===== src/rtl/subcarrier_mixer.sv =====
module subcarrier_mixer #(
  parameter int ACC_W  = 32,
  parameter int ADDR_W = 10,
  parameter int UV_W   = 8,
  parameter int OUT_W  = 10,
  parameter int MAX_D  = 3
) (
  input  logic                    clk,
  input  logic                    rst_n,
  input  logic                    line_start,
  input  logic                    field_reset,
  input  logic [ACC_W-1:0]        freq_word,
  input  logic [ADDR_W-1:0]       phase_ofs,
  input  logic [2:0]              luma_dly,
  input  logic [OUT_W-1:0]        y_in,
  input  logic signed [UV_W-1:0]  u_in,
  input  logic signed [UV_W-1:0]  v_in,
  output logic signed [OUT_W-1:0] chroma,
  output logic [OUT_W-1:0]        cvbs
);
  localparam int QTR   = 1 << (ADDR_W - 2);
  localparam int AMP   = (1 << (UV_W - 1)) - 1;
  localparam int MIX_W = 2 * UV_W + 1;
  localparam int SUM_W = OUT_W + 2;
  localparam int OMAX  = (1 << OUT_W) - 1;

  logic [ACC_W-1:0] acc, freq_act;
  logic [ADDR_W-1:0] addr;
  logic signed [UV_W-1:0] sin_v, cos_v;
  logic signed [MIX_W-1:0] mix;
  logic [OUT_W-1:0] ydl [MAX_D+1];
  logic [1:0] dsel;
  logic [OUT_W-1:0] ysel;
  logic signed [SUM_W-1:0] sum;

  function automatic logic signed [UV_W-1:0] wave(input logic [ADDR_W-1:0] a);
    int m, f;
    m = a[ADDR_W-2] ? QTR - int'(a[ADDR_W-3:0]) : int'(a[ADDR_W-3:0]);
    f = (m * (2 * QTR - m) * AMP) / (QTR * QTR);
    return a[ADDR_W-1] ? UV_W'(-f) : UV_W'(f);
  endfunction

  assign addr  = acc[ACC_W-1 -: ADDR_W];
  assign sin_v = wave(addr);
  assign cos_v = wave(addr + ADDR_W'(QTR));
  assign mix   = MIX_W'(u_in * sin_v) + MIX_W'(v_in * cos_v);

  always_ff @(posedge clk) begin
    if (!rst_n) begin
      acc      <= '0;
      freq_act <= '0;
      chroma   <= '0;
    end else begin
      if (field_reset) begin
        acc      <= {phase_ofs, {(ACC_W-ADDR_W){1'b0}}};
        freq_act <= freq_word;
      end else begin
        acc <= acc + freq_act;
        if (line_start) freq_act <= freq_word;
      end
      chroma <= mix[MIX_W-2 -: OUT_W];
    end
  end

  always_ff @(posedge clk) begin
    if (!rst_n) ydl[0] <= '0;
    else        ydl[0] <= y_in;
  end

  for (genvar i = 1; i <= MAX_D; i++) begin : g_dly
    always_ff @(posedge clk) begin
      if (!rst_n) ydl[i] <= '0;
      else        ydl[i] <= ydl[i-1];
    end
  end

  assign dsel = (luma_dly > 3'(MAX_D)) ? 2'(MAX_D) : luma_dly[1:0];
  assign ysel = ydl[dsel];
  assign sum  = SUM_W'($signed({2'b00, ysel})) + SUM_W'(chroma);

  always_ff @(posedge clk) begin
    if (!rst_n)              cvbs <= '0;
    else if (sum < 0)        cvbs <= '0;
    else if (sum > OMAX)     cvbs <= OUT_W'(OMAX);
    else                     cvbs <= sum[OUT_W-1:0];
  end

  a_r4_word_held: assert property (@(posedge clk) disable iff (!rst_n)
    (!line_start && !field_reset) |=> freq_act == $past(freq_act));

  a_r3_phase_load: assert property (@(posedge clk) disable iff (!rst_n)
    field_reset |=> (addr == $past(phase_ofs)) && (acc[ACC_W-ADDR_W-1:0] == '0));

  a_r6_zero_colour: assert property (@(posedge clk) disable iff (!rst_n)
    (u_in == '0 && v_in == '0) |=> chroma == '0);

  a_r8_no_dip: assert property (@(posedge clk) disable iff (!rst_n)
    (chroma >= 0) |=> cvbs >= $past(ysel));

  a_r8_no_rise: assert property (@(posedge clk) disable iff (!rst_n)
    (chroma <= 0) |=> cvbs <= $past(ysel));
endmodule


===== config.mk =====
export PLATFORM = sky130hd
export DESIGN_NAME = subcarrier_mixer
export DESIGN_NICKNAME = d
export VERILOG_FILES = /design/src/rtl/subcarrier_mixer.sv
export SDC_FILE = /design/constraint.sdc
export NUM_CORES = 1
export LEC_CHECK = 0
export ABC_CLOCK_PERIOD_IN_PS = 20700
export BUFFER_PORTS_ARGS = -buffer_cell sky130_fd_sc_hd__buf_2
export CAP_MARGIN = 15
export CORE_MARGIN = 2
export CORE_UTILIZATION = 50
export CTS_BUF_LIST = sky130_fd_sc_hd__clkbuf_2
export DETAILED_ROUTE_END_ITERATION = 10
export GPL_TIMING_DRIVEN = 1
export PLACE_DENSITY_LB_ADDON = 0.25
export SYNTH_ARGS = -nofsm -noshare
export SYNTH_HDL_FRONTEND = slang
export SYNTH_SLANG_ARGS = --single-unit

===== constraint.sdc =====
create_clock -name clk -period 20.7 [get_ports clk]
set_input_delay 4.14 -clock clk [delete_from_list [all_inputs] [get_ports clk]]
set_output_delay 4.14 -clock clk [all_outputs]
set_load 0.02 [all_outputs]

==> flow_summary.ini <==
[setup_path]
cp-start-kind = flip-flop
path_depth = 66
crit_path_end = chroma[9]
slowest_stage = xor2_1
critical_path_class = flip-flop to flip-flop
startpoint = acc[22]
critical_path_required_ns = 21.33
max_stage_delay_ns = 0.65
end_kind = flip-flop
cp_data_arrival_time_ns = 19.76
path_max_fanout = 32
reg2reg_depth = 66
reg2reg_slack_ns = 1.57
rr_startpoint = acc[22]
crit_buf_inv = 16
rr_endpoint = chroma[9]
cp_top_family = adder cells

[sta]
slew_headroom = 0.298
finalHoldViolations = 0
drv_slew = 0
finalCritPeriodShare = 0.924
hold_ws_ns = 0.468
layout_setup_ws_ns = 1.57
worst_pin_slew_ns = 1.05
fmax_mhz = 52.3
rsz0062_at_grt = false
setup_viol = 0
clock_skew_ns = 0.0295
period_minus_slack_ns = 19.13
tns_ns = 0

[layout]
finalNetCount = 3845
drive_gt1_frac = 0.0614
area_delta_synth_final_pct = 6.01
fillers = 4679
multi_input_comb_area_um2 = 20300
regArea_um2 = 2480

[placed_design]
portBuffers = 94
gp_congestion = 0.874
dpl_worst_slack_ns = 1.67
place.detailed.hpwl_um = 46400

[min_path]
min_from = ydl[1][3]
hp-class = flip-flop to flip-flop

[logic_synthesis]
syn_inst = 2876
synth_edf_count = 0
synthesis.area_um2 = 25600
synth_area_leaders = fa_1 32%, ha_1 19%, inv_1 10%
ys_warn_count = 0
synth-seq-area-share = 0.0968
synth_largest_area_cell = fa_1
synth_ff_type = dfxtp_1
ys_top_cells_by_count = 710 x inv_1, 408 x fa_1, 393 x ha_1
synth_seq_cells = 124
synth.distinct_cells = 73
yosysMostFrequentCell = inv_1
synth_top_area_frac = 0.319
syn_area_per_cell_um2 = 8.91
synth-async-reset-ratio = 0

[detailed_routing]
drt-total-wl_um = 53000
route.vias.total = 18500
detail_route.wl_per_cell_um = 14.5
drtIter0Drc = 818
via_per_inst = 5.05
ant_nets = 0
drc = 0
firstDrtPassIters = 5

[clock_tree]
cts-root-buf = clkbuf_2
clk_path_buf_depth = 2
numClockSinks = 124
insertion_delay_ns = 0.70
tritoncts = done
postCtsResizedCells = 0
postCtsSetupBuffers = 0
clk_pin_slew_ns = 0.20
numCtsBuffers = 17
cts_hold_buffers = 0
htree_levels = 4

[grt]
grt_pass1_wl_um = 93400
first_global_vias = 19700
grtUsageTotal = 0.213
globalRoute.totalOverflow = 0
antenna_found_initial = 1
grt_max_degree = 96

[floorplan]
ioPinCount = 95
num_rows = 82
dieArea_um2 = 53100
die_h_um = 230
coreArea_um2 = 50400
start_util = 0.509
die-width_um = 230

[run]
cap_violations = 0

[run_status]
status = complete, no violations
-- layer usage --
layer / share of wire / GRT usage
met1: 0.45 / 0.286
met4: 0.016 / 0.0389
met2: 0.51 / 0.379
met5: 0 / 0
met3: 0.026 / 0.0151
-- layout by cell type, fill, tap and decap left out, types with 45 or more instances in the layout --
cell type and count:
buf_2 94, nor2_1 181, nor2b_1 45, xnor2_1 95, ha_1 393, a21o_1 45, inv_1 710, and2_1 121
xor2_1 53, nand2_1 158, dfxtp_1 124, o21ai_0 55, fa_1 408, a21oi_1 80
-- worst min path at each step --
stage	endpoint	slack (ns)	cells after the start
3_5_place_dp	ydl[1][5]	0.44	1
2_1_floorplan	ydl[1][1]	0.42	1
3_3_place_gp	ydl[1][1]	0.43	1
4_1_cts	ydl[2][3]	0.47	1
5_1_grt	ydl[2][3]	0.48	1
6_report	ydl[2][3]	0.47	1
-- cell families (layout without fill, tap and decap cells) --
| family | count (synthesis) | after routing | share of synthesized area |
|---|---|---|---|
| multiplexers | 15 | 15 | 0.00605 |
| AND/OR/NAND/NOR | 666 | 666 | 0.128 |
| buffers and inverters | 766 | 854 | 0.112 |
| flip-flops | 124 | 124 | 0.0968 |
| adder cells (fa/ha/maj) | 803 | 803 | 0.511 |
| AO/OA/AOI/OAI | 349 | 349 | 0.0912 |
| other | 1 | 19 | 0.000146 |
| XOR/XNOR | 152 | 152 | 0.0536 |
-- worst reg2reg max path, delay by kind of cell (launching register included) --
family	cells	cell delay [ns]
xor gates and xnor gates	4	1.61
AOI/OAI and AO/OA	12	3.30
adders and majority gates	21	9.63
DFF	1	0.34
buffers and inverters	16	1.63
and+or+nand+nor	13	2.57
-- stage by stage --
step / utilization / std cells / instance area, um2
CTS: 0.539 / 3653 / 27200
global route: 0.539 / 3654 / 27200
finish: 0.539 / 3654 / 27200
global placement: 0.534 / 3622 / 26900
detailed placement: 0.534 / 3622 / 26900
floorplan: - / 2893 / 25700
-- sequential cells by signal, indices dropped and copies added (netlist names) --
signal / count
ydl: 40
acc: 32
freq_act: 32
chroma: 10
cvbs: 10
-- layout make-up --
| cell class | instances | area share |
|---|---|---|
| repair buffers | 107 | 0.0209 |
| clock buffers | 17 | 0.00313 |
| clock inverters | 14 | 0.00640 |
| diodes | 1 | 0.0000921 |
| inverters | 716 | 0.0989 |
| flip-flops and latches | 124 | 0.0913 |
| well taps | 672 | 0.0309 |
| multi-input cells | 2003 | 0.748 |
Power is left out: the tool's default activity adds up to more than one toggle a clock period on the data nets, which glitch-free logic cannot reach.
